## config.mk

```make
export PLATFORM = sky130hd
export DESIGN_NAME = lmr_link_resolver
export DESIGN_NICKNAME = d
export VERILOG_FILES = /design/src/rtl/lmr_pkg.sv /design/src/rtl/lmr_ctrl.sv /design/src/rtl/lmr_pick.sv /design/src/rtl/lmr_an_track.sv /design/src/rtl/lmr_link_resolver.sv
export SDC_FILE = /design/constraint.sdc
export NUM_CORES = 1
export LEC_CHECK = 0
export BUFFER_PORTS_ARGS = -buffer_cell sky130_fd_sc_hd__buf_2
export CELL_PAD_IN_SITES_DETAIL_PLACEMENT = 1
export CELL_PAD_IN_SITES_GLOBAL_PLACEMENT = 2
export CORE_MARGIN = 4
export CORE_UTILIZATION = 27
export DETAILED_ROUTE_END_ITERATION = 12
export PLACE_DENSITY_LB_ADDON = 0.1
export SETUP_SLACK_MARGIN = 0.1
export SYNTH_ARGS = -nofsm -noshare
export SYNTH_HDL_FRONTEND = slang
export SYNTH_SLANG_ARGS = --single-unit
```

## constraint.sdc

```tcl
create_clock -name clk -period 2.5 [get_ports clk]
set_input_delay 0 -clock clk [delete_from_list [all_inputs] [get_ports clk]]
set_output_delay 0 -clock clk [all_outputs]
set_load 0.01 [all_outputs]
```

## src/rtl/lmr_pkg.sv

```systemverilog
// Package for the link mode resolver: mode code type, code values and
// capability bit indices. Assumes a four-mode capability word.
package lmr_pkg;
    typedef logic [2:0] mode_code_t;

    localparam mode_code_t CODE_NONE = 3'b000;
    localparam mode_code_t CODE_10H  = 3'b001;
    localparam mode_code_t CODE_10F  = 3'b101;
    localparam mode_code_t CODE_100H = 3'b010;
    localparam mode_code_t CODE_100F = 3'b110;

    localparam int CAP_10H  = 0;
    localparam int CAP_10F  = 1;
    localparam int CAP_100H = 2;
    localparam int CAP_100F = 3;

    // Map a capability bit index to its mode code.
    function automatic mode_code_t cap_to_code(input int idx);
        case (idx)
            CAP_10H:  return CODE_10H;
            CAP_10F:  return CODE_10F;
            CAP_100H: return CODE_100H;
            CAP_100F: return CODE_100F;
            default:  return CODE_NONE;
        endcase
    endfunction
endpackage

```

## src/rtl/lmr_ctrl.sv

```systemverilog
// Control word register. It holds the host-written word and forces the
// restart bit to read 0. A write with the restart bit set produces a
// restart request in the same cycle.
// Assumes one writer and bit positions given by parameters.
module lmr_ctrl #(
    parameter int CTRL_W  = 16,
    parameter int SPD_BIT = 13,
    parameter int EN_BIT  = 12,
    parameter int RST_BIT = 9,
    parameter int DPX_BIT = 8
) (
    input  logic              clk,
    input  logic              rst_n,
    input  logic              wr,
    input  logic [CTRL_W-1:0] wdata,
    output logic [CTRL_W-1:0] ctrl_q,
    output logic              an_en,
    output logic              man_spd,
    output logic              man_dpx,
    output logic              restart_req
);
    localparam logic [CTRL_W-1:0] RESET_VAL = CTRL_W'(1) << EN_BIT;
    localparam logic [CTRL_W-1:0] KEEP_MASK = ~(CTRL_W'(1) << RST_BIT);

    // Store the written word; the restart bit is never kept.
    always_ff @(posedge clk) begin
        if (!rst_n)
            ctrl_q <= RESET_VAL;
        else if (wr)
            ctrl_q <= wdata & KEEP_MASK;
    end

    // Decode the fields and the restart request.
    always_comb begin
        an_en       = ctrl_q[EN_BIT];
        man_spd     = ctrl_q[SPD_BIT];
        man_dpx     = ctrl_q[DPX_BIT];
        restart_req = wr & wdata[RST_BIT];
    end


    ctrl_readback_chk: assert property (@(posedge clk) disable iff (!rst_n)
        wr |=> ctrl_q == ($past(wdata) & KEEP_MASK));


    restart_reads_zero_chk: assert property (@(posedge clk) disable iff (!rst_n)
        wr && wdata[RST_BIT] |=> !ctrl_q[RST_BIT]);
endmodule

```

## src/rtl/lmr_pick.sv

```systemverilog
// Priority picker. It finds the highest common mode of two capability
// words, where a higher bit index has higher priority.
// Assumes that index order equals mode preference.
module lmr_pick
    import lmr_pkg::*;
#(
    parameter int N_MODES = 4
) (
    input  logic [N_MODES-1:0] local_cap,
    input  logic [N_MODES-1:0] lp_cap,
    output logic               found,
    output mode_code_t         code
);
    logic [N_MODES-1:0] common;
    logic [N_MODES:0]   above;
    logic [N_MODES-1:0] pick;

    assign common        = local_cap & lp_cap;
    assign above[N_MODES] = 1'b0;

    genvar gi;
    generate
        for (gi = N_MODES - 1; gi >= 0; gi--) begin : g_prio
            // A bit is chosen only when no higher bit is in common.
            assign above[gi] = above[gi+1] | common[gi];
            assign pick[gi]  = common[gi] & ~above[gi+1];
        end
    endgenerate

    // Turn the one-hot choice into a mode code.
    always_comb begin
        code  = CODE_NONE;
        found = |common;
        for (int i = 0; i < N_MODES; i++)
            if (pick[i]) code = code | cap_to_code(i);
    end
endmodule

```

## src/rtl/lmr_an_track.sv

```systemverilog
// Negotiation tracker. It holds the done flag, the negotiated code, the
// latched partner word and the partner-negotiates status.
// Assumes partner data arrives decoded, with a one-cycle strobe.
module lmr_an_track
    import lmr_pkg::*;
#(
    parameter int N_MODES = 4
) (
    input  logic               clk,
    input  logic               rst_n,
    input  logic               an_en,
    input  logic               restart_req,
    input  logic               lp_valid,
    input  logic               lp_neg,
    input  logic               pd_100,
    input  logic [N_MODES-1:0] lp_cap_in,
    input  logic               pick_found,
    input  mode_code_t         pick_code,
    output logic               done,
    output mode_code_t         code,
    output logic [N_MODES-1:0] lp_cap_q,
    output logic               lp_an_ok
);
    // Negotiation result: cleared when disabled or restarted, set on a strobe.
    always_ff @(posedge clk) begin
        if (!rst_n || !an_en || restart_req) begin
            done <= 1'b0;
            code <= CODE_NONE;
        end else if (lp_valid) begin
            if (lp_neg) begin
                done <= pick_found;
                code <= pick_found ? pick_code : CODE_NONE;
            end else begin
                done <= 1'b1;
                code <= pd_100 ? CODE_100H : CODE_10H;
            end
        end
    end

    // Latch the partner word and its negotiation status on every strobe.
    always_ff @(posedge clk) begin
        if (!rst_n) begin
            lp_cap_q <= '0;
            lp_an_ok <= 1'b0;
        end else if (lp_valid) begin
            lp_cap_q <= lp_cap_in;
            lp_an_ok <= lp_neg;
        end
    end


    pd_half_chk: assert property (@(posedge clk) disable iff (!rst_n)
        an_en && !restart_req && lp_valid && !lp_neg
        |=> done && !code[2] && (code[1] == $past(pd_100)));


    restart_clears_chk: assert property (@(posedge clk) disable iff (!rst_n)
        an_en && restart_req |=> !done && code == CODE_NONE);


    code_speed_onehot_chk: assert property (@(posedge clk) disable iff (!rst_n)
        done |-> $onehot(code[1:0]));


    lp_latch_chk: assert property (@(posedge clk) disable iff (!rst_n)
        lp_valid |=> lp_cap_q == $past(lp_cap_in) && lp_an_ok == $past(lp_neg));
endmodule

```

## src/rtl/lmr_link_resolver.sv

```systemverilog
// Link mode resolver top. It selects between the negotiated result and
// the manual control bits, and drives the speed, duplex, done and code
// outputs. Assumes a 16-bit control word and a four-mode capability word.
module lmr_link_resolver
    import lmr_pkg::*;
#(
    parameter int CTRL_W  = 16,
    parameter int N_MODES = 4,
    parameter int SPD_BIT = 13,
    parameter int EN_BIT  = 12,
    parameter int RST_BIT = 9,
    parameter int DPX_BIT = 8
) (
    input  logic               clk,
    input  logic               rst_n,
    input  logic               ctrl_wr,
    input  logic [CTRL_W-1:0]  ctrl_wdata,
    output logic [CTRL_W-1:0]  ctrl_rdata,
    input  logic [N_MODES-1:0] local_cap,
    input  logic [N_MODES-1:0] lp_cap,
    input  logic               lp_cap_valid,
    input  logic               lp_neg_able,
    input  logic               pd_speed100,
    output logic               speed100,
    output logic               full_duplex,
    output logic               an_done,
    output logic [2:0]         mode_code,
    output logic [N_MODES-1:0] lp_cap_reg,
    output logic               lp_an_able
);
    logic       an_en, man_spd, man_dpx, restart_req;
    logic       pick_found, neg_done;
    mode_code_t pick_code, neg_code, out_code;

    lmr_ctrl #(
        .CTRL_W(CTRL_W), .SPD_BIT(SPD_BIT), .EN_BIT(EN_BIT),
        .RST_BIT(RST_BIT), .DPX_BIT(DPX_BIT)
    ) u_ctrl (
        .clk(clk), .rst_n(rst_n), .wr(ctrl_wr), .wdata(ctrl_wdata),
        .ctrl_q(ctrl_rdata), .an_en(an_en), .man_spd(man_spd),
        .man_dpx(man_dpx), .restart_req(restart_req)
    );

    lmr_pick #(.N_MODES(N_MODES)) u_pick (
        .local_cap(local_cap), .lp_cap(lp_cap),
        .found(pick_found), .code(pick_code)
    );

    lmr_an_track #(.N_MODES(N_MODES)) u_track (
        .clk(clk), .rst_n(rst_n), .an_en(an_en), .restart_req(restart_req),
        .lp_valid(lp_cap_valid), .lp_neg(lp_neg_able), .pd_100(pd_speed100),
        .lp_cap_in(lp_cap), .pick_found(pick_found), .pick_code(pick_code),
        .done(neg_done), .code(neg_code), .lp_cap_q(lp_cap_reg),
        .lp_an_ok(lp_an_able)
    );

    // Choose the negotiated result or the manual selection.
    always_comb begin
        if (an_en) begin
            out_code = neg_code;
            an_done  = neg_done;
        end else begin
            out_code = {man_dpx, man_spd, ~man_spd};
            an_done  = 1'b0;
        end
        mode_code   = out_code;
        speed100    = out_code[1];
        full_duplex = out_code[2];
    end


    manual_no_done_chk: assert property (@(posedge clk) disable iff (!rst_n)
        !an_en |-> !an_done);


    manual_ignored_chk: assert property (@(posedge clk) disable iff (!rst_n)
        an_en && ctrl_wr && ctrl_wdata[EN_BIT] && !ctrl_wdata[RST_BIT] && !lp_cap_valid
        |=> $stable(mode_code) && $stable(an_done));
endmodule

```

==> impl_metrics.csv <==
group,metric,value,unit
outcome,outcome,"finished, final reports clean",
critical_path,slowest_stage,"dfxtp_1",
layout,drive_gt1_share,42.68,%
global_route,track_usage,9.565,%
min_path,hold_path.class,"in2reg",
clock_network,cts-root-buf,"clkbuf_8",
route,route.detailed.drc,0,
global_route,gr-total-overflow,0,
global_route,antenna_found_initial,0,
layout,fin_area,1461,um2
critical_path,r2r-start,"u_ctrl.ctrl_q[12]",
route,post_drt_wl_per_cell,11.99,um
timing,finalSetupTns,0,ns
die,die_h,71.31,um
critical_path,setup.worst_path.start,"u_ctrl.ctrl_q[12]",
logic_synthesis,netlist_instances,101,
clock_network,cts_tree,"built",
power_and_ir_drop,powerDensity,563.7,nW/um2
clock_network,clk_pin_slew_worst_paths,0.09,ns
placement,dpl_cell_area,1326,um2
logic_synthesis,synth_cell_type_count,24,
logic_synthesis,synth_area_per_cell,10.72,um2
global_route,grt_max_degree,22,
timing,slew_headroom,65.29,%
timing,finalCriticalPeriod,1.296,ns
critical_path,cp-start-kind,"flop",
die,io_pins,57,
critical_path,crit_path_end_kind,"primary output",
critical_path,slowest_delay,0.50,ns
timing,rsz0062_at_grt,"no",
timing,fin_skew,0.001120,ns
critical_path,path_max_fanout,8,
critical_path,required,2.50,ns
clock_network,clkSinkCount,24,
global_route,grt_pass1_vias,875,
die,start_util,28.70,%
placement,io_buffers,55,
die,die_w,71.31,um
timing,tightest_slew,0.5206,ns
logic_synthesis,ys_seq_elements,24,
critical_path,path_buf_inv,1,
power_and_ir_drop,power.leakage,0.0007275,uW
route,wirelength,2457,um
logic_synthesis,syn_area,1082,um2
timing,finalSetupViolCount,0,
layout,nets,188,
timing,hold_violations,0,
critical_path,crit_cells,2,
route,drtIter0Drc,31,
timing,fin_crit_sh,51.83,%
critical_path,cp_cell_sequence,"mux2_2 -> buf_2",
placement,place_hpwl,1904,um
global_route,grt_pass1_wl,3981,um
die,coreArea,3771,um2
critical_path,path_class,"reg2out",
critical_path,r2r_slack,1.61,ns
logic_synthesis,ys_warn_count,0,
clock_network,post_cts_buffers,0,
logic_synthesis,synth_nets,131,
critical_path,reg2reg_depth,2,
job,drv_cap,0,
logic_synthesis,synth_seq_area_share,44.39,%
route,antenna_left,0,
power_and_ir_drop,ir_worst_vdd,187.6,uV
clock_network,htreeDepth,1,
timing,drv_slew,0,
clock_network,clk-insertion-delay-late,0.26,ns
min_path,hold_path_depth,3,
critical_path,arrival,1.30,ns
layout,diodes,0,
route,drt-pass1-iter-count,4,
critical_path,critical-path-top-delay-family,"flip-flops",
die,dieArea,5085,um2
route,vias,872,
min_path,hp-start,"ctrl_wdata[8]",
placement,place.gp.congestion,0.7200,
layout,fillCellCount,455,
die,rows,22,
clock_network,cts-buffers-inserted,3,
clock_network,clock_path_buffers,2,
layout,area_delta_synth_final,35.03,%
timing,fmax,0.7718,GHz
route,vias_per_cell,4.254,
-- final timing paths --
kind,to
worst max-delay path,speed100
worst min-delay path,u_ctrl.ctrl_q[8]
worst max register to register,u_track.code[0]
worst min register to register,u_track.code[2]
-- metrics by stage --
stage	setup WS [ns]	cells	utilization (%)	power [uW]	hold WS, ns
after CTS	1.182	205	38.75	839.9	0.0002238
after detailed placement	1.485	193	35.17	565.3	0.2381
after floorplan	1.507	101	-	516.1	0.1285
after global routing	1.121	205	38.75	870.2	0.01208
after global placement	1.510	193	35.17	562.9	0.2298
final	1.204	205	38.75	823.8	0.003031
-- synthesized netlist by cell type --
| cell type | count | area (um2) |
|---|---|---|
| a211oi_2 | 1 | 12.51 |
| a21oi_1 | 2 | 10.01 |
| a22o_2 | 1 | 10.01 |
| a2bb2oi_1 | 1 | 8.760 |
| a32o_1 | 1 | 10.01 |
| and2_1 | 1 | 6.260 |
| and3_2 | 1 | 7.510 |
| buf_12 | 1 | 20.02 |
| buf_4 | 7 | 52.55 |
| buf_6 | 1 | 11.26 |
| clkbuf_1 | 2 | 7.510 |
| conb_1 | 1 | 3.750 |
| dfxtp_1 | 24 | 480.5 |
| inv_1 | 1 | 3.750 |
| mux2_2 | 2 | 22.52 |
| mux2i_1 | 20 | 200.2 |
| nand2_1 | 5 | 18.77 |
| nand2_8 | 1 | 20.02 |
| nand3_1 | 1 | 5.000 |
| nand3_4 | 1 | 17.52 |
| nor2_1 | 4 | 15.01 |
| nor2b_1 | 19 | 118.9 |
| nor3_2 | 1 | 10.01 |
| o21ai_0 | 2 | 10.01 |
-- cell type report --
cell class / instances / area [um2] / share of cell area (%)
Clock buffer: 4 / 55.05 / 3.767
Inverter: 1 / 3.754 / 0.2568
Multi-Input combinational cell: 65 / 506.7 / 34.67
Sequential cell: 24 / 480.5 / 32.88
Tap cell: 48 / 60.06 / 4.110
Timing Repair Buffer: 63 / 355.3 / 24.32
-- repair_timing --
| item | CTS | global route |
|---|---|---|
| resized for setup | 0 | 0 |
| hold endpoints to repair | 8 | 0 |
| hold buffers | 8 | 0 |
-- sequential cells by signal (all words and copies together) (netlist names) --
register and count:
u_track.lp_cap_q 4, u_track.done 1, u_track.code 3, u_track.lp_an_ok 1, u_ctrl.ctrl_q 15
-- kinds of logic (layout without fill, tap and decap cells) --
group / Yosys count / after routing / synth area share [%]
multiplexers: 22 / 22 / 20.58
other: 1 / 1 / 0.3465
AO/OA/AOI/OAI: 8 / 8 / 5.665
flip-flops: 24 / 24 / 44.39
buffers and inverters: 12 / 68 / 8.786
AND/OR/NAND/NOR: 34 / 34 / 20.23
-- cells in the final DEF, fill, tap and decap left out --
| cell type | count |
|---|---|
| inv_1 | 1 |
| mux2_2 | 2 |
| a32o_1 | 1 |
| nand2_8 | 1 |
| conb_1 | 1 |
| a22o_2 | 1 |
| dlygate4sd3_1 | 8 |
| dfxtp_1 | 24 |
| nand3_4 | 1 |
| and3_2 | 1 |
| a211oi_2 | 1 |
| nor2_1 | 4 |
| nand2_1 | 5 |
| nor2b_1 | 19 |
| o21ai_0 | 2 |
| a2bb2oi_1 | 1 |
| and2_1 | 1 |
| a21oi_1 | 2 |
| nor3_2 | 1 |
| nand3_1 | 1 |
| clkbuf_8 | 4 |
| mux2i_1 | 20 |
| buf_2 | 55 |
-- routing by layer --
layer / part of all wire (%) / up-vias / track usage (%) / wire length (um)
li1: - / 439 / - / -
met1: 45 / 399 / 12.30 / 1110
met2: 45 / 32 / 15.20 / 1110
met3: 9.0 / 2 / 2.945 / 220
met4: 0.65 / 0 / 3.132 / 16
met5: 0 / - / 0 / 0
-- tightest hold or removal path: stages --
cell and delay (ns):
buf_2 0.08, mux2i_1 0.06, nor2b_1 0.09
-- power by group --
| part | switching (uW) | internal [uW] | leakage (uW) |
|---|---|---|---|
| Combinational | 68.0 | 76.7 | 0.000501 |
| Sequential | 13.0 | 405 | 0.000198 |
| Clock | 121 | 140 | 0.0000288 |
| Total | 202 | 622 | 0.000728 |
Power figures use the tool's default switching activity.
